## src/rtl/mw_host_pkg.sv

```systemverilog
package mw_host_pkg;
  typedef enum logic [2:0] {
    MW_READ      = 3'd0,
    MW_WRITE     = 3'd1,
    MW_ERASE     = 3'd2,
    MW_ERASE_ALL = 3'd3,
    MW_WRITE_ALL = 3'd4,
    MW_WREN      = 3'd5,
    MW_WRDIS     = 3'd6
  } mw_op_e;

  typedef enum logic [2:0] {
    ST_IDLE, ST_SEND, ST_RECV, ST_CSLOW, ST_STAT, ST_POLL, ST_GAP, ST_RESP
  } mw_state_e;
endpackage

```

## src/rtl/mw_frame_build.sv

```systemverilog
module mw_frame_build
  import mw_host_pkg::*;
#(
  parameter int ADDR_W = 6,
  parameter int DATA_W = 16,
  localparam int FW = 3 + ADDR_W + DATA_W,
  localparam int LW = $clog2(FW + 1)
) (
  input  logic [2:0]        op_i,
  input  logic [ADDR_W-1:0] addr_i,
  input  logic [DATA_W-1:0] wdata_i,
  output logic [FW-1:0]     frame_o,
  output logic [LW-1:0]     len_o,
  output logic              is_read_o,
  output logic              is_prog_o
);
  logic [1:0]        opc;
  logic [ADDR_W-1:0] fld;
  logic [DATA_W-1:0] dat;
  logic              has_data;

  always_comb begin
    opc       = 2'b00;
    fld       = addr_i;
    dat       = '0;
    has_data  = 1'b0;
    is_read_o = 1'b0;
    is_prog_o = 1'b0;
    case (op_i)
      MW_READ: begin
        opc       = 2'b10;
        is_read_o = 1'b1;
      end
      MW_WRITE: begin
        opc       = 2'b01;
        dat       = wdata_i;
        has_data  = 1'b1;
        is_prog_o = 1'b1;
      end
      MW_ERASE: begin
        opc       = 2'b11;
        is_prog_o = 1'b1;
      end
      MW_ERASE_ALL: begin
        fld       = {2'b10, {(ADDR_W-2){1'b0}}};
        is_prog_o = 1'b1;
      end
      MW_WRITE_ALL: begin
        fld       = {2'b01, {(ADDR_W-2){1'b0}}};
        dat       = wdata_i;
        has_data  = 1'b1;
        is_prog_o = 1'b1;
      end
      MW_WREN:  fld = {2'b11, {(ADDR_W-2){1'b0}}};
      default:  fld = {2'b00, {(ADDR_W-2){1'b0}}};
    endcase
    frame_o = {1'b1, opc, fld, dat};
    len_o   = has_data ? LW'(FW) : LW'(3 + ADDR_W);
  end
endmodule

```

## src/rtl/mw_bit_timer.sv

```systemverilog
module mw_bit_timer #(
  parameter int LO_CYC = 125,
  parameter int HI_CYC = 125,
  localparam int PER = LO_CYC + HI_CYC,
  localparam int CW  = $clog2(PER)
) (
  input  logic clk,
  input  logic rst_n,
  input  logic run,
  output logic sk,
  output logic smp,
  output logic last
);
  logic [CW-1:0] cnt;

  always_ff @(posedge clk) begin
    if (!rst_n)                     cnt <= '0;
    else if (!run)                  cnt <= '0;
    else if (cnt == CW'(PER - 1))   cnt <= '0;
    else                            cnt <= cnt + 1'b1;
  end

  assign sk   = run && (cnt >= CW'(LO_CYC));
  assign smp  = run && (cnt == CW'(LO_CYC - 1));
  assign last = run && (cnt == CW'(PER - 1));
endmodule

```

## src/rtl/mw_eeprom_host.sv

```systemverilog
module mw_eeprom_host
  import mw_host_pkg::*;
#(
  parameter int ADDR_W      = 6,
  parameter int DATA_W      = 16,
  parameter int SK_LO_CYC   = 125,
  parameter int SK_HI_CYC   = 125,
  parameter int CS_LO_CYC   = 75,
  parameter int STAT_CYC    = 125,
  parameter int TIMEOUT_CYC = 2500000
) (
  input  logic              clk,
  input  logic              rst_n,
  input  logic              cmd_valid,
  output logic              cmd_ready,
  input  logic [2:0]        cmd_op,
  input  logic [ADDR_W-1:0] cmd_addr,
  input  logic [DATA_W-1:0] cmd_wdata,
  output logic              rsp_valid,
  input  logic              rsp_ready,
  output logic [DATA_W-1:0] rsp_rdata,
  output logic              rsp_err,
  output logic              busy,
  output logic              mw_cs,
  output logic              mw_sk,
  output logic              mw_di,
  input  logic              mw_do
);
  localparam int FW   = 3 + ADDR_W + DATA_W;
  localparam int LW   = $clog2(FW + 1);
  localparam int WMAX = (CS_LO_CYC > STAT_CYC) ? CS_LO_CYC : STAT_CYC;
  localparam int WW   = $clog2(WMAX + 1);
  localparam int TW   = $clog2(TIMEOUT_CYC + 1);

  mw_state_e         state;
  logic [FW-1:0]     shreg;
  logic [LW-1:0]     bits_left;
  logic [DATA_W-1:0] rdreg;
  logic [WW-1:0]     wcnt;
  logic [TW-1:0]     tcnt;
  logic              rd_is, pg_is, err_q, cs_q, di_q;
  logic              do_m, do_s;

  logic [FW-1:0]     f_frame;
  logic [LW-1:0]     f_len;
  logic              f_read, f_prog;
  logic              t_run, t_sk, t_smp, t_last;

  mw_frame_build #(.ADDR_W(ADDR_W), .DATA_W(DATA_W)) frame_i (
    .op_i(cmd_op), .addr_i(cmd_addr), .wdata_i(cmd_wdata),
    .frame_o(f_frame), .len_o(f_len), .is_read_o(f_read), .is_prog_o(f_prog)
  );

  assign t_run = (state == ST_SEND) || (state == ST_RECV);

  mw_bit_timer #(.LO_CYC(SK_LO_CYC), .HI_CYC(SK_HI_CYC)) timer_i (
    .clk(clk), .rst_n(rst_n), .run(t_run),
    .sk(t_sk), .smp(t_smp), .last(t_last)
  );

  always_ff @(posedge clk) begin
    if (!rst_n) begin
      do_m <= 1'b0;
      do_s <= 1'b0;
    end else begin
      do_m <= mw_do;
      do_s <= do_m;
    end
  end

  always_ff @(posedge clk) begin
    if (!rst_n) begin
      state     <= ST_IDLE;
      shreg     <= '0;
      bits_left <= '0;
      rdreg     <= '0;
      wcnt      <= '0;
      tcnt      <= '0;
      rd_is     <= 1'b0;
      pg_is     <= 1'b0;
      err_q     <= 1'b0;
      cs_q      <= 1'b0;
      di_q      <= 1'b0;
    end else begin
      case (state)
        ST_IDLE: if (cmd_valid) begin
          shreg     <= f_frame;
          di_q      <= f_frame[FW-1];
          bits_left <= f_len;
          rd_is     <= f_read;
          pg_is     <= f_prog;
          rdreg     <= '0;
          err_q     <= 1'b0;
          cs_q      <= 1'b1;
          state     <= ST_SEND;
        end
        ST_SEND: if (t_last) begin
          if (bits_left == LW'(1)) begin
            di_q <= 1'b0;
            if (rd_is) begin
              bits_left <= LW'(DATA_W + 1);
              state     <= ST_RECV;
            end else begin
              cs_q  <= 1'b0;
              wcnt  <= '0;
              state <= pg_is ? ST_CSLOW : ST_GAP;
            end
          end else begin
            shreg     <= shreg << 1;
            di_q      <= shreg[FW-2];
            bits_left <= bits_left - 1'b1;
          end
        end
        ST_RECV: begin
          if (t_smp) rdreg <= {rdreg[DATA_W-2:0], do_s};
          if (t_last) begin
            if (bits_left == LW'(1)) begin
              cs_q  <= 1'b0;
              wcnt  <= '0;
              state <= ST_GAP;
            end else begin
              bits_left <= bits_left - 1'b1;
            end
          end
        end
        ST_CSLOW: begin
          if (wcnt == WW'(CS_LO_CYC - 1)) begin
            cs_q  <= 1'b1;
            wcnt  <= '0;
            state <= ST_STAT;
          end else begin
            wcnt <= wcnt + 1'b1;
          end
        end
        ST_STAT: begin
          if (wcnt == WW'(STAT_CYC - 1)) begin
            tcnt  <= '0;
            state <= ST_POLL;
          end else begin
            wcnt <= wcnt + 1'b1;
          end
        end
        ST_POLL: begin
          if (do_s) begin
            cs_q  <= 1'b0;
            wcnt  <= '0;
            state <= ST_GAP;
          end else if (tcnt == TW'(TIMEOUT_CYC - 1)) begin
            err_q <= 1'b1;
            cs_q  <= 1'b0;
            wcnt  <= '0;
            state <= ST_GAP;
          end else begin
            tcnt <= tcnt + 1'b1;
          end
        end
        ST_GAP: begin
          if (wcnt == WW'(CS_LO_CYC - 1)) state <= ST_RESP;
          else                            wcnt  <= wcnt + 1'b1;
        end
        ST_RESP: if (rsp_ready) state <= ST_IDLE;
        default: state <= ST_IDLE;
      endcase
    end
  end

  assign cmd_ready = (state == ST_IDLE);
  assign rsp_valid = (state == ST_RESP);
  assign busy      = (state != ST_IDLE) && (state != ST_RESP);
  assign rsp_rdata = rdreg;
  assign rsp_err   = err_q;
  assign mw_cs     = cs_q;
  assign mw_sk     = t_sk;
  assign mw_di     = di_q;
endmodule

```

## config.mk

```make
export PLATFORM = sky130hd
export DESIGN_NAME = mw_eeprom_host
export DESIGN_NICKNAME = d
export VERILOG_FILES = /design/src/rtl/mw_host_pkg.sv /design/src/rtl/mw_frame_build.sv /design/src/rtl/mw_bit_timer.sv /design/src/rtl/mw_eeprom_host.sv
export SDC_FILE = /design/constraint.sdc
export NUM_CORES = 1
export LEC_CHECK = 0
export BUFFER_PORTS_ARGS = -buffer_cell sky130_fd_sc_hd__clkbuf_2
export CORE_ASPECT_RATIO = 1.1
export CORE_MARGIN = 2
export CORE_UTILIZATION = 60
export CTS_BUF_LIST = sky130_fd_sc_hd__clkbuf_16
export DETAILED_ROUTE_END_ITERATION = 12
export GPL_TIMING_DRIVEN = 0
export PLACE_DENSITY = 0.82
export SYNTH_ARGS = -nofsm -noshare
export SYNTH_HDL_FRONTEND = slang
export SYNTH_HIERARCHICAL = 1
export SYNTH_SLANG_ARGS = --single-unit
```

## constraint.sdc

```tcl
create_clock -name clk -period 3.7 [get_ports clk]
set_clock_uncertainty 0.05 [all_clocks]
set_input_delay 0.185 -clock clk [delete_from_list [all_inputs] [get_ports clk]]
set_output_delay 0.185 -clock clk [all_outputs]
set_load 0.005 [all_outputs]
```

### Word-level counts from Yosys, hierarchy flattened

Index checks and enable logic that the tools add are counted.

| word-level totals | value |
|---|---|
| word-level logic and storage cells | 156 |
| flip-flop bits (word level) | 92 |

| cells by class | value |
|---|---|
| multiplexer cells | 67 |
| eq/ne operators | 39 |
| order comparisons | 1 |
| $add $sub $neg | 4 |
| reduce and logical (&&, ||, !) cells | 29 |
| bitwise operators | 2 |

Operators with widths:

| kind | number |
|---|---|
| 24-bit 2-to-1 mux | 3 |
| 7-bit 2-to-1 mux | 10 |
| 22-bit 2-to-1 mux | 3 |
| 16-bit 2-to-1 mux | 3 |
| 24-bit one-hot mux with 2 select lines | 1 |
| 22-bit one-hot mux with 2 select lines | 1 |
| 7-bit one-hot mux with 6 select lines | 1 |
| 3-bit 2-to-1 mux | 13 |
| 5-bit 2-to-1 mux | 7 |
| 16-bit one-hot mux with 2 select lines | 1 |
| 2-bit != test, second input constant | 15 |
| 3-bit one-hot mux with 8 select lines | 1 |
| 6-bit one-hot mux with 4 select lines | 1 |
| 22-bit by 1-bit adder with 22-bit output, second input constant | 1 |
| 22-bit equality test, second input constant | 1 |
| 3-bit equality test, second input constant | 6 |
| 9-bit AND reduction | 2 |
| 1-bit 2-to-1 mux | 17 |
| 5-bit one-hot mux with 3 select lines | 1 |
| 7-bit equality test, second input constant | 2 |
| 3-bit by 2-bit equality test with 1-bit output, second input constant | 4 |
| 4-bit AND reduction | 3 |
| 10-bit AND reduction | 1 |
| 3-bit != test, second input constant | 3 |
| other kinds (26) | 41 |

### Logic depth before layout (Yosys ltp)

Gate-level depths: netlist (run 1).

| depth | value |
|---|---|
| depth in word-level cells | 6 |
| mapped depth | 11 |
| mapped depth without buffers | 10 |

### Hierarchy

The synthesis (run 1) kept the hierarchy.

Modules (own cells, without submodules):

| module | instances | cells an instance | seq. area each (sq um) | area each (sq um) |
|---|---|---|---|---|
| mw_eeprom_host | 1 | 550 | 1681.6 | 4361.7 |
| mw_bit_timer | 1 | 59 | 160.2 | 510.5 |
| mw_frame_build | 1 | 47 | 0.0 | 387.9 |

### Worst setup path before layout (run 1)

OpenSTA, ideal clock, no wires.

| timing | value |
|---|---|
| path kind | reg-to-reg |
| from | reg state[1] |
| to | reg cs_q, in the netlist mw_cs |
| path buffers | 2 |
| data required time | 3555 ps |
| arrival | 2528 ps |
| library setup time | 95 ps |
| path slack | 1027 ps |
| clock period less this slack | 2673 ps |
| stages on the path, launching flop included | 11 |
| cell sequence | dfxtp_1 clkbuf_1 nand2b_1 a21oi_1 and2_1 inv_1 o221ai_1 o211ai_1 buf_2 a211o_1 a221oi_1 |

| between the ends | value |
|---|---|
| cells in the longest elaborated chain, start to end | 5 |

Ends and longest elaborated chain:

| what | RTL line | text |
|---|---|---|
| from (decl) | mw_eeprom_host.sv:35 | `mw_state_e state;` |
| from (signal assigned) | mw_eeprom_host.sv:106 | `state <= pg_is ? ST_CSLOW : ST_GAP;` |
| 3-bit by 1-bit equality test with 1-bit output or 3-bit by 2-bit equality test with 1-bit output (tied branches) | mw_eeprom_host.sv:54 | `assign t_run = (state == ST_SEND) \|\| (state == ST_RECV);` |
| 1-bit logical OR * | mw_eeprom_host.sv:54 |  |
| net t_run | mw_eeprom_host.sv:47 | `logic t_run, t_sk, t_smp, t_last;` |
| 1-bit logical AND * | mw_bit_timer.sv:25 | `assign last = run && (cnt == CW'(PER - 1));` |
| net t_last | mw_eeprom_host.sv:47 |  |
| 2-bit != test (no line) | - |  |
| 9-bit AND reduction (no line) * | - |  |
| to (signal assigned) | mw_eeprom_host.sv:82 | `cs_q <= 1'b0;` |
| to (signal assigned) | mw_eeprom_host.sv:94 | `cs_q <= 1'b1;` |
| to (signal assigned) | mw_eeprom_host.sv:104 | `cs_q <= 1'b0;` |
| to (decl) | mw_eeprom_host.sv:41 | `logic rd_is, pg_is, err_q, cs_q, di_q;` |

The timed path passes the listed nets; every way through them passes the cells marked *.
A chain may end at the register's enable or synchronous reset.

### Worst setup path in the final report (run 1)

Same ends and word-level chain as after synthesis.

==> impl_metrics.env, run 1 <==
export IMPL_peakVddDrop_v=0.000375
export IMPL_clk_pin_slew_worst_paths_ns=0.07
export IMPL_period_minus_slack_ns=3.18
export IMPL_r2r_start="state[1]"
export IMPL_required_ns=3.90
export IMPL_core_mm2=0.00845
export IMPL_hpwl_mm=9.23
export IMPL_synth_ff_type="dfxtp_1"
export IMPL_cp_max_fo=11
export IMPL_final_util_pct=70.6
export IMPL_initial_core_util_pct=62.2
export IMPL_startpoint="state[1]"
export IMPL_track_usage_pct=28.1
export IMPL_fill_cells=705
export IMPL_worstPathArrival_ns=3.38
export IMPL_grt_remaining_overflow=0
export IMPL_finalCritPeriodShare_pct=85.9
export IMPL_area_delta_synth_final_pct=13.4
export IMPL_rsz0062_at_grt="no"
export IMPL_power_per_cell_area_mw_per_mm2=615
export IMPL_hp_class="in2reg"
export IMPL_intPower_mw=2.16
export IMPL_fp_dieW_um=93.3
export IMPL_clockBufferDepth=2
export IMPL_outcome="finished clean"
export IMPL_grt_max_degree=19
export IMPL_syn_inst=656
export IMPL_dieArea_mm2=0.00953
export IMPL_synth_warnings=6
export IMPL_hold_viol=0
export IMPL_r2r_cells=10
export IMPL_num_rows=35
export IMPL_fin_ws_ns=0.523
export IMPL_synth_area_mm2=0.00526
export IMPL_fin_nets=761
export IMPL_routed_via_density=6.17
export IMPL_cts_htree_levels=3
export IMPL_setup_violations=0
export IMPL_avgSynthCellArea_um2=8.02
export IMPL_tightest_slew_ns=1.22
export IMPL_cts_buffers=9
export IMPL_ctsRootBufferMaster="clkbuf_16"
export IMPL_clk_latency_ns=0.35
export IMPL_async_reset_ff_share_pct=0
export IMPL_io_buffer_count=50
export IMPL_report_final_slew_viol_count=0
export IMPL_endpoint="mw_cs"
export IMPL_power_switching_mw=1.51
export IMPL_drv_cap=0
export IMPL_worstSetupPathType="reg2reg"
export IMPL_sw_frac_of_total_pct=41.1
export IMPL_synth_top_cell_area_share_pct=35.0
export IMPL_grt_pass1_wl_mm=21.9
export IMPL_critPathCaptureType="register"
export IMPL_clock_sinks=92
export IMPL_synth_seq_area_share_pct=35.0
export IMPL_holdWs_ns=0.0659
export IMPL_ys_top_cells_by_area="dfxtp_1 35%, nand2_1 5.6%, o21ai_0 4.2%"
export IMPL_post_route_cells_drive_above_1_share_pct=15.6
export IMPL_antenna_found_initial=0
export IMPL_wl_mm=13.1
export IMPL_drtIter0Drc=328
export IMPL_first_global_vias=4774
export IMPL_combPwrFrac_pct=39.5
export IMPL_reg2reg_setup_slack_ns=0.52
export IMPL_ys_seq_elements=92
export IMPL_clkPwrFrac_pct=24.8
export IMPL_die_y_um=102
export IMPL_setup_tns_ns=0
export IMPL_place_gp_congestion=0.945
export IMPL_dr_pass1_iters=5
export IMPL_route_detailed_drc=0
export IMPL_totalPowerFinal_mw=3.67
export IMPL_synth_edf_count=0
export IMPL_synth_cell_type_count=69
export IMPL_slew_headroom_pct=17.5
export IMPL_post_place_ws_ns=0.335
export IMPL_antennaDiodeCount=0
export IMPL_fmax_mhz=315
export IMPL_synth_top_cell_by_area="dfxtp_1"
export IMPL_p_seq_share_pct=35.7
export IMPL_cts_tree="built"
export IMPL_reg2reg_to="mw_cs"
export IMPL_routedWlPerCell_um=15.6
export IMPL_ant_nets=0
export IMPL_vias=5162
export IMPL_power_leakage_nw=2.06
export IMPL_critPathLaunchType="register"
export IMPL_ioPinCount=53
## layout make-up
cell class              instances  area [um2]  share of cell area (%)
plain buffers                  51         253                    4.24
clock buffers                   9         225                    3.77
clock inverters                 7        67.6                    1.13
inverters                      21        78.8                    1.32
multi-input cells             495        3100                    52.0
flip-flops and latches         92        1840                    30.9
well taps                     111         139                    2.33
repair buffers                 51         260                    4.36
## routing by layer
metal / GRT usage, % / up-vias / part of all wire, %
met5: 0 / - / 0
met3: 4.57 / 22 / 5.8
met1: 36.3 / 2447 / 43
met4: 9.50 / 0 / 1.6
li1: - / 2516 / -
met2: 48.2 / 177 / 50
## worst max-delay path: stages, from the launching register on
cell	delay [ns]
dfxtp_1	0.42
clkbuf_1	0.40
nand2b_1	0.19
a21oi_2	0.51
and2_1	0.32
inv_1	0.10
o221ai_1	0.18
o211ai_1	0.13
buf_2	0.22
a211o_1	0.28
a221oi_1	0.28
## synth_stat cells (all sizes together) (5+ instances only)
cell type  number
o21ai          45
nand2b         12
a211oi          9
inv            21
nor3b          20
nand4          13
nor3           16
nor2b          11
xnor2           9
clkbuf         31
and2           10
dfxtp          92
o31ai           5
a21oi          45
ha             10
a31oi           5
nor4            7
or3             8
mux2i          12
buf            20
nand3          27
nor2           52
nand2          79
a311oi         23
## layout by cell type (no fill, tap or decap), types with 4 or more instances in the layout
master	count
o31ai_1	5
a311oi_1	23
ha_1	10
nor2_1	52
nor2b_1	11
nand3_1	27
o21ai_0	44
clkbuf_16	9
a31oi_1	5
and2_1	10
clkbuf_2	51
nand4_1	11
buf_2	10
inv_1	21
nor3b_1	10
buf_4	6
nor3b_2	10
nor3_1	16
conb_1	5
or3_1	7
nor4b_1	4
a211oi_1	9
a21oi_1	42
nand2_1	79
mux2i_1	12
nand2b_1	12
nor4_1	7
dfxtp_1	92
xnor2_1	8
clkbuf_1	29
a22oi_1	4
o21a_1	4
## power by group through the flow
stage	logic [mW]	clock network (mW)	registers, mW
after floorplan	1.07	0	1.29
after global placement	1.36	0	1.32
after detailed placement	1.40	0	1.33
after CTS	1.42	0.920	1.31
after global routing	1.63	0.955	1.33
final	1.45	0.909	1.31
## through the flow
step,instances,instance area (um2)
2_1_floorplan,659,5270
3_3_place_gp,820,5660
3_5_place_dp,820,5660
4_1_cts,837,5960
5_1_grt,837,5970
6_report,837,5970
## sequential cells by signal (all words and copies together), names as in the netlist, 3 cells and up
register	flops
bits_left	5
rsp_rdata	16
shreg	24
state	3
tcnt	22
timer_i/cnt	8
wcnt	7
## how the worst min path moves through the flow
stage	from	to	slack [ns]	cells after the start
finish	rsp_ready	state[2]	0.07	2
global route	rsp_ready	state[2]	0.07	2
CTS	rsp_ready	state[2]	0.05	2
detailed placement	mw_do	do_m	0.34	2
global placement	mw_do	do_m	0.34	2
floorplan	rsp_ready	state[2]	0.25	1
## cell families (layout without fill, tap and decap cells)
kind of cell | after synthesis | after routing | share of synthesized area (%)
buf+inv | 72 | 139 | 6.30
other cells | 2 | 5 | 0.143
flops | 92 | 92 | 35.0
xor+xnor | 11 | 11 | 2.19
simple gates | 280 | 280 | 29.2
fa+ha+maj | 10 | 10 | 2.38
mux | 15 | 15 | 2.93
compound gates | 174 | 174 | 21.9
## timing repair
action | in CTS | in global routing
hold buffers | 1 | 0
hold endpoints to repair | 1 | 0
buffers inserted | 0 | 0
gates resized for setup | 0 | 1
endpoints found under the setup margin | 0 | 28
(Power assumes the default switching activity.)
==> run 2, diff against run 1 <==
--- a/config.mk
+++ b/config.mk
@@ -8,12 +8,11 @@
 export BUFFER_PORTS_ARGS = -buffer_cell sky130_fd_sc_hd__clkbuf_2
 export CORE_ASPECT_RATIO = 1.1
 export CORE_MARGIN = 2
-export CORE_UTILIZATION = 60
+export CORE_UTILIZATION = 58
 export CTS_BUF_LIST = sky130_fd_sc_hd__clkbuf_16
 export DETAILED_ROUTE_END_ITERATION = 12
 export GPL_TIMING_DRIVEN = 0
-export PLACE_DENSITY = 0.82
+export PLACE_DENSITY = 0.8
 export SYNTH_ARGS = -nofsm -noshare
 export SYNTH_HDL_FRONTEND = slang
-export SYNTH_HIERARCHICAL = 1
 export SYNTH_SLANG_ARGS = --single-unit
==> impl_metrics.env, run 2 <==
export IMPL_outcome="finished clean"
export IMPL_vias=4592
export IMPL_cts_htree_levels=3
export IMPL_synth_warnings=0
export IMPL_ant_nets=0
export IMPL_synthTopCellsByCount="92 x dfxtp_1, 52 x nor2_1, 50 x a21oi_1"
export IMPL_antennaDiodeCount=0
export IMPL_synth_top_cell_by_area="dfxtp_1"
export IMPL_area_delta_synth_final_pct=14.0
export IMPL_fin_nets=664
export IMPL_initial_core_util_pct=59.1
export IMPL_post_place_ws_ns=1.23
export IMPL_grt_remaining_overflow=0
export IMPL_dr_pass1_iters=5
export IMPL_r2r_start="wcnt[0]"
export IMPL_core_mm2=0.00787
export IMPL_cts_buffers=9
export IMPL_setup_tns_ns=0
export IMPL_ctsRootBufferMaster="clkbuf_16"
export IMPL_drv_cap=0
export IMPL_r2r_cells=7
export IMPL_wl_mm=11.7
export IMPL_routed_via_density=6.23
export IMPL_reg2reg_to="tcnt[10]"
export IMPL_reg2reg_setup_slack_ns=1.05
export IMPL_layout_commonest_cell="dfxtp_1"
export IMPL_async_reset_ff_share_pct=0
export IMPL_avgSynthCellArea_um2=8.24
export IMPL_post_route_cells_drive_above_1_share_pct=14.0
export IMPL_hpwl_mm=8.35
export IMPL_synth_cell_type_count=64
export IMPL_grt_pass1_wl_mm=19.5
export IMPL_fp_dieW_um=89.4
export IMPL_setup_violations=0
export IMPL_required_ns=3.85
export IMPL_clockBufferDepth=2
export IMPL_num_rows=34
export IMPL_synth_seq_area_share_pct=39.6
export IMPL_ys_seq_elements=92
export IMPL_hp_class="in2reg"
export IMPL_synth_ff_type="dfxtp_1"
export IMPL_largest_register="shreg"
export IMPL_grt_max_degree=17
export IMPL_critPathLaunchType="register"
export IMPL_clk_pin_slew_worst_paths_ns=0.07
export IMPL_synth_nets=605
export IMPL_peakVddDrop_v=0.000336
export IMPL_synth_top_cell_area_share_pct=39.6
export IMPL_ioPinCount=53
export IMPL_fmax_mhz=378
export IMPL_power_per_cell_area_mw_per_mm2=575
export IMPL_fin_ws_ns=1.05
export IMPL_worstPathArrival_ns=2.80
export IMPL_route_detailed_drc=0
export IMPL_synth_area_mm2=0.00465
export IMPL_clock_sinks=92
export IMPL_report_final_slew_viol_count=0
export IMPL_cts_resized=0
export IMPL_rsz0062_at_grt="no"
export IMPL_synth_most_common_cell="dfxtp_1"
export IMPL_worstSetupPathType="reg2reg"
export IMPL_syn_inst=565
export IMPL_place_gp_congestion=0.954
export IMPL_synth_edf_count=0
export IMPL_startpoint="wcnt[0]"
export IMPL_track_usage_pct=27.5
export IMPL_io_buffer_count=48
export IMPL_cts_tree="built"
export IMPL_holdWs_ns=0.00959
export IMPL_clk_latency_ns=0.34
export IMPL_slew_headroom_pct=48.0
export IMPL_cp_max_fo=10
export IMPL_ys_top_cells_by_area="dfxtp_1 40%, a21oi_1 5.4%, a211oi_1 4.8%"
export IMPL_critPathCaptureType="register"
export IMPL_dieArea_mm2=0.00876
export IMPL_power_leakage_nw=1.89
export IMPL_holdPathStages=2
export IMPL_cts_setup_buffers=0
export IMPL_die_y_um=97.9
export IMPL_period_minus_slack_ns=2.65
export IMPL_holdBufCountCts=0
export IMPL_routedWlPerCell_um=15.9
export IMPL_largest_reg_flops=24
export IMPL_first_global_vias=4250
export IMPL_totalPowerFinal_mw=3.05
export IMPL_antenna_found_initial=0
export IMPL_endpoint="tcnt[10]"
export IMPL_drtIter0Drc=328
export IMPL_tightest_slew_ns=0.774
export IMPL_finalCritPeriodShare_pct=71.5
export IMPL_hold_viol=0
export IMPL_layout_common_cells="92 x dfxtp_1, 52 x nor2_1, 50 x a21oi_1, 48 x clkbuf_2, 46 x nand2_1"
[run 2: metrics by stage]
step | cell area, um2 | utilization, % | std cells
detailed placement | 5030 | 63.9 | 721
CTS | 5310 | 67.4 | 737
global placement | 5030 | 63.9 | 721
finish | 5310 | 67.4 | 737
global route | 5310 | 67.4 | 737
floorplan | 4650 | - | 565
[run 2: power breakdown]
part	leakage (nW)	total, mW	switching, mW	internal, mW
Sequential	0.748	1.22	0.0938	1.13
Clock	0.138	0.851	0.393	0.459
Combinational	1.00	0.978	0.625	0.353
Total	1.89	3.05	1.11	1.94
[run 2: final cells by class]
cell class                 count  area [um2]
tap                          108         135
multi-input combinational    414        2560
clock inverter                 7        51.3
timing repair buffer          48         240
clock buffer                   9         225
fill                         656        2560
buffer                        36         160
inverter                      23        86.3
sequential                    92        1840
[run 2: worst min-delay path by stage]
| stage | start | end |
|---|---|---|
| detailed placement | mw_do | do_m |
| CTS | mw_do | do_m |
| finish | mw_do | do_m |
| global route | mw_do | do_m |
| global placement | mw_do | do_m |
| floorplan | mw_do | do_m |
[run 2: critical path, cell delays in order (launching register included)]
cell	delay [ns]
dfxtp_1	0.35
inv_1	0.11
ha_1	0.19
nand4_1	0.24
o41ai_1	0.54
clkbuf_1	0.46
clkbuf_1	0.42
nor2_1	0.14
[run 2: kinds of logic (layout without fill, tap and decap cells)]
| family | Yosys count | after routing | share of synthesized area, % |
|---|---|---|---|
| AND/OR/NAND/NOR | 217 | 217 | 24.5 |
| AO/OA/AOI/OAI | 170 | 170 | 24.6 |
| XOR/XNOR | 12 | 12 | 2.26 |
| flip-flops | 92 | 92 | 39.6 |
| buffers and inverters | 59 | 123 | 5.30 |
| multiplexers | 5 | 5 | 1.08 |
| adder cells (fa/ha/maj) | 10 | 10 | 2.69 |
[run 2: routing by layer]
layer	vias up	routed length (um)	global-route usage [%]
met5	-	0	0
met3	34	736	5.07
met4	0	255	11.5
li1	2202	-	-
met2	191	5580	42.6
met1	2165	5110	37.5
==> run 3, diff against run 2 <==
--- a/config.mk
+++ b/config.mk
@@ -8,11 +8,11 @@
 export BUFFER_PORTS_ARGS = -buffer_cell sky130_fd_sc_hd__clkbuf_2
 export CORE_ASPECT_RATIO = 1.1
 export CORE_MARGIN = 2
-export CORE_UTILIZATION = 58
+export CORE_UTILIZATION = 53
 export CTS_BUF_LIST = sky130_fd_sc_hd__clkbuf_16
 export DETAILED_ROUTE_END_ITERATION = 12
 export GPL_TIMING_DRIVEN = 0
-export PLACE_DENSITY = 0.8
+export PLACE_DENSITY = 0.77
 export SYNTH_ARGS = -nofsm -noshare
 export SYNTH_HDL_FRONTEND = slang
 export SYNTH_SLANG_ARGS = --single-unit
==> constraint.sdc (replaced) <==
create_clock -name clk -period 2.4 [get_ports clk]
set_clock_uncertainty 0.05 [all_clocks]
set_input_delay 0.12 -clock clk [delete_from_list [all_inputs] [get_ports clk]]
set_output_delay 0.12 -clock clk [all_outputs]
set_load 0.005 [all_outputs]
==> impl_metrics.env, run 3 (synthesized netlist as in run 2, its figures left out) <==
export IMPL_outcome="finished clean"
export IMPL_place_gp_congestion=0.940
export IMPL_hp_class="in2reg"
export IMPL_ctsRootBufferMaster="clkbuf_16"
export IMPL_clockBufferDepth=2
export IMPL_largest_register="shreg"
export IMPL_tightest_slew_ns=0.712
export IMPL_holdWs_ns=0.0839
export IMPL_antenna_found_initial=0
export IMPL_grt_pass1_wl_mm=19.3
export IMPL_route_detailed_drc=0
export IMPL_layout_commonest_cell="dfxtp_1"
export IMPL_holdPathStages=3
export IMPL_cts_htree_levels=3
export IMPL_layout_common_cells="89 x dfxtp_1, 52 x nor2_1, 51 x clkbuf_2, 47 x a21oi_1, 46 x nand2_1"
export IMPL_num_rows=35
export IMPL_ant_nets=0
export IMPL_dr_pass1_iters=5
export IMPL_die_y_um=102
export IMPL_first_global_vias=4208
export IMPL_hold_viol=0
export IMPL_r2r_cells=9
export IMPL_post_route_cells_drive_above_1_share_pct=17.9
export IMPL_critPathLaunchType="register"
export IMPL_cp_max_fo=6
export IMPL_final_util_pct=65.1
export IMPL_power_leakage_nw=1.98
export IMPL_fill_cells=715
export IMPL_power_per_cell_area_mw_per_mm2=909
export IMPL_ioPinCount=53
export IMPL_fp_dieW_um=93.3
export IMPL_grt_remaining_overflow=0
export IMPL_drv_cap=0
export IMPL_crit_top_cell="buf_4"
export IMPL_slew_headroom_pct=52.2
export IMPL_drtIter0Drc=249
export IMPL_grt_max_degree=18
export IMPL_rsz0062_at_grt="yes"
export IMPL_required_ns=2.63
export IMPL_area_delta_synth_final_pct=18.2
export IMPL_cts_buffers=9
export IMPL_initial_core_util_pct=55.1
export IMPL_largest_reg_flops=24
export IMPL_finalCritPeriodShare_pct=99.3
export IMPL_track_usage_pct=24.8
export IMPL_routed_via_density=6.00
export IMPL_wl_mm=11.8
export IMPL_cts_tree="built"
export IMPL_setup_violations=0
export IMPL_fin_nets=672
export IMPL_critical_path_max_stage_delay_ns=0.43
export IMPL_peakVddDrop_v=0.000598
export IMPL_antennaDiodeCount=0
export IMPL_core_mm2=0.00845
export IMPL_critPathCaptureType="register"
export IMPL_routedWlPerCell_um=15.7
export IMPL_fmax_mhz=420
export IMPL_period_minus_slack_ns=2.38
export IMPL_vias=4488
export IMPL_io_buffer_count=48
export IMPL_clock_sinks=92
export IMPL_worstPathArrival_ns=2.61
export IMPL_hpwl_mm=8.28
export IMPL_clk_pin_slew_worst_paths_ns=0.07
export IMPL_crit_chain="inv_4 > ha_4 > nand4_1 > buf_4 > nor4_4 > o211ai_1 > buf_4 > or3_4 > a21oi_2"
export IMPL_slowest_stage="nor4_4"
export IMPL_worstSetupPathType="reg2reg"
export IMPL_dieArea_mm2=0.00955
export IMPL_clk_latency_ns=0.34
export IMPL_report_final_slew_viol_count=0
run 3: layout make-up:
type	instances	area, um2	share of cell area [%]
repair buffers	57	317	5.76
multi-input cells	414	2610	47.5
clock buffers	9	225	4.09
inverters	23	88.8	1.62
plain buffers	35	169	3.07
flip-flops and latches	92	1850	33.6
well taps	111	139	2.53
clock inverters	7	105	1.91
run 3: critical path: cells and delay by family (launching register included):
kind | cells | cell delay [ns]
and+or+nand+nor | 3 | 0.90
buffers and inverters | 3 | 0.48
AOI/OAI and AO/OA | 2 | 0.41
DFF | 1 | 0.35
adders and majority gates | 1 | 0.13
run 3: where the power goes:
group	internal, mW	switching (mW)	total (mW)
Clock	0.929	0.627	1.56
Combinational	0.579	0.973	1.55
Sequential	1.74	0.149	1.89
run 3: routing by layer:
metal	up-vias	wire length (um)	global-route usage (%)
met4	0	160	7.81
li1	2216	-	-
met5	-	0	0
met3	18	477	4.72
met1	2143	5330	32.2
met2	111	5780	41.9
run 3: final timing paths:
path | from | to | slack [ns]
max | wcnt[0] | tcnt[16] | 0.02
min | cmd_wdata[12] | shreg[12] | 0.08
min reg2reg | do_m | do_s | 0.38
max reg2reg | wcnt[0] | tcnt[16] | 0.02
run 3: through the flow:
stage          area [um2]  worst slack (ns)  setup TNS, ns  cells  total power [mW]
6_report             5500            0.0175              0    748              5.00
5_1_grt              5500           -0.0967         -0.516    748              5.29
4_1_cts              5380          0.000596              0    742              4.94
3_5_place_dp         5030            0.0326              0    724              3.38
3_3_place_gp         5030            0.0731              0    724              3.33
2_1_floorplan        4650             0.396              0    565              2.99
run 3: timing repair:
action / 4_1_cts / 5_1_grt
hold buffers: 2 / 0
setup buffers: 0 / 6
gates resized for setup: 1 / 30
endpoints found under the setup margin: 2 / 51
hold endpoints to repair: 2 / 0
gates cloned: 0 / 1
pin swaps: 0 / 4
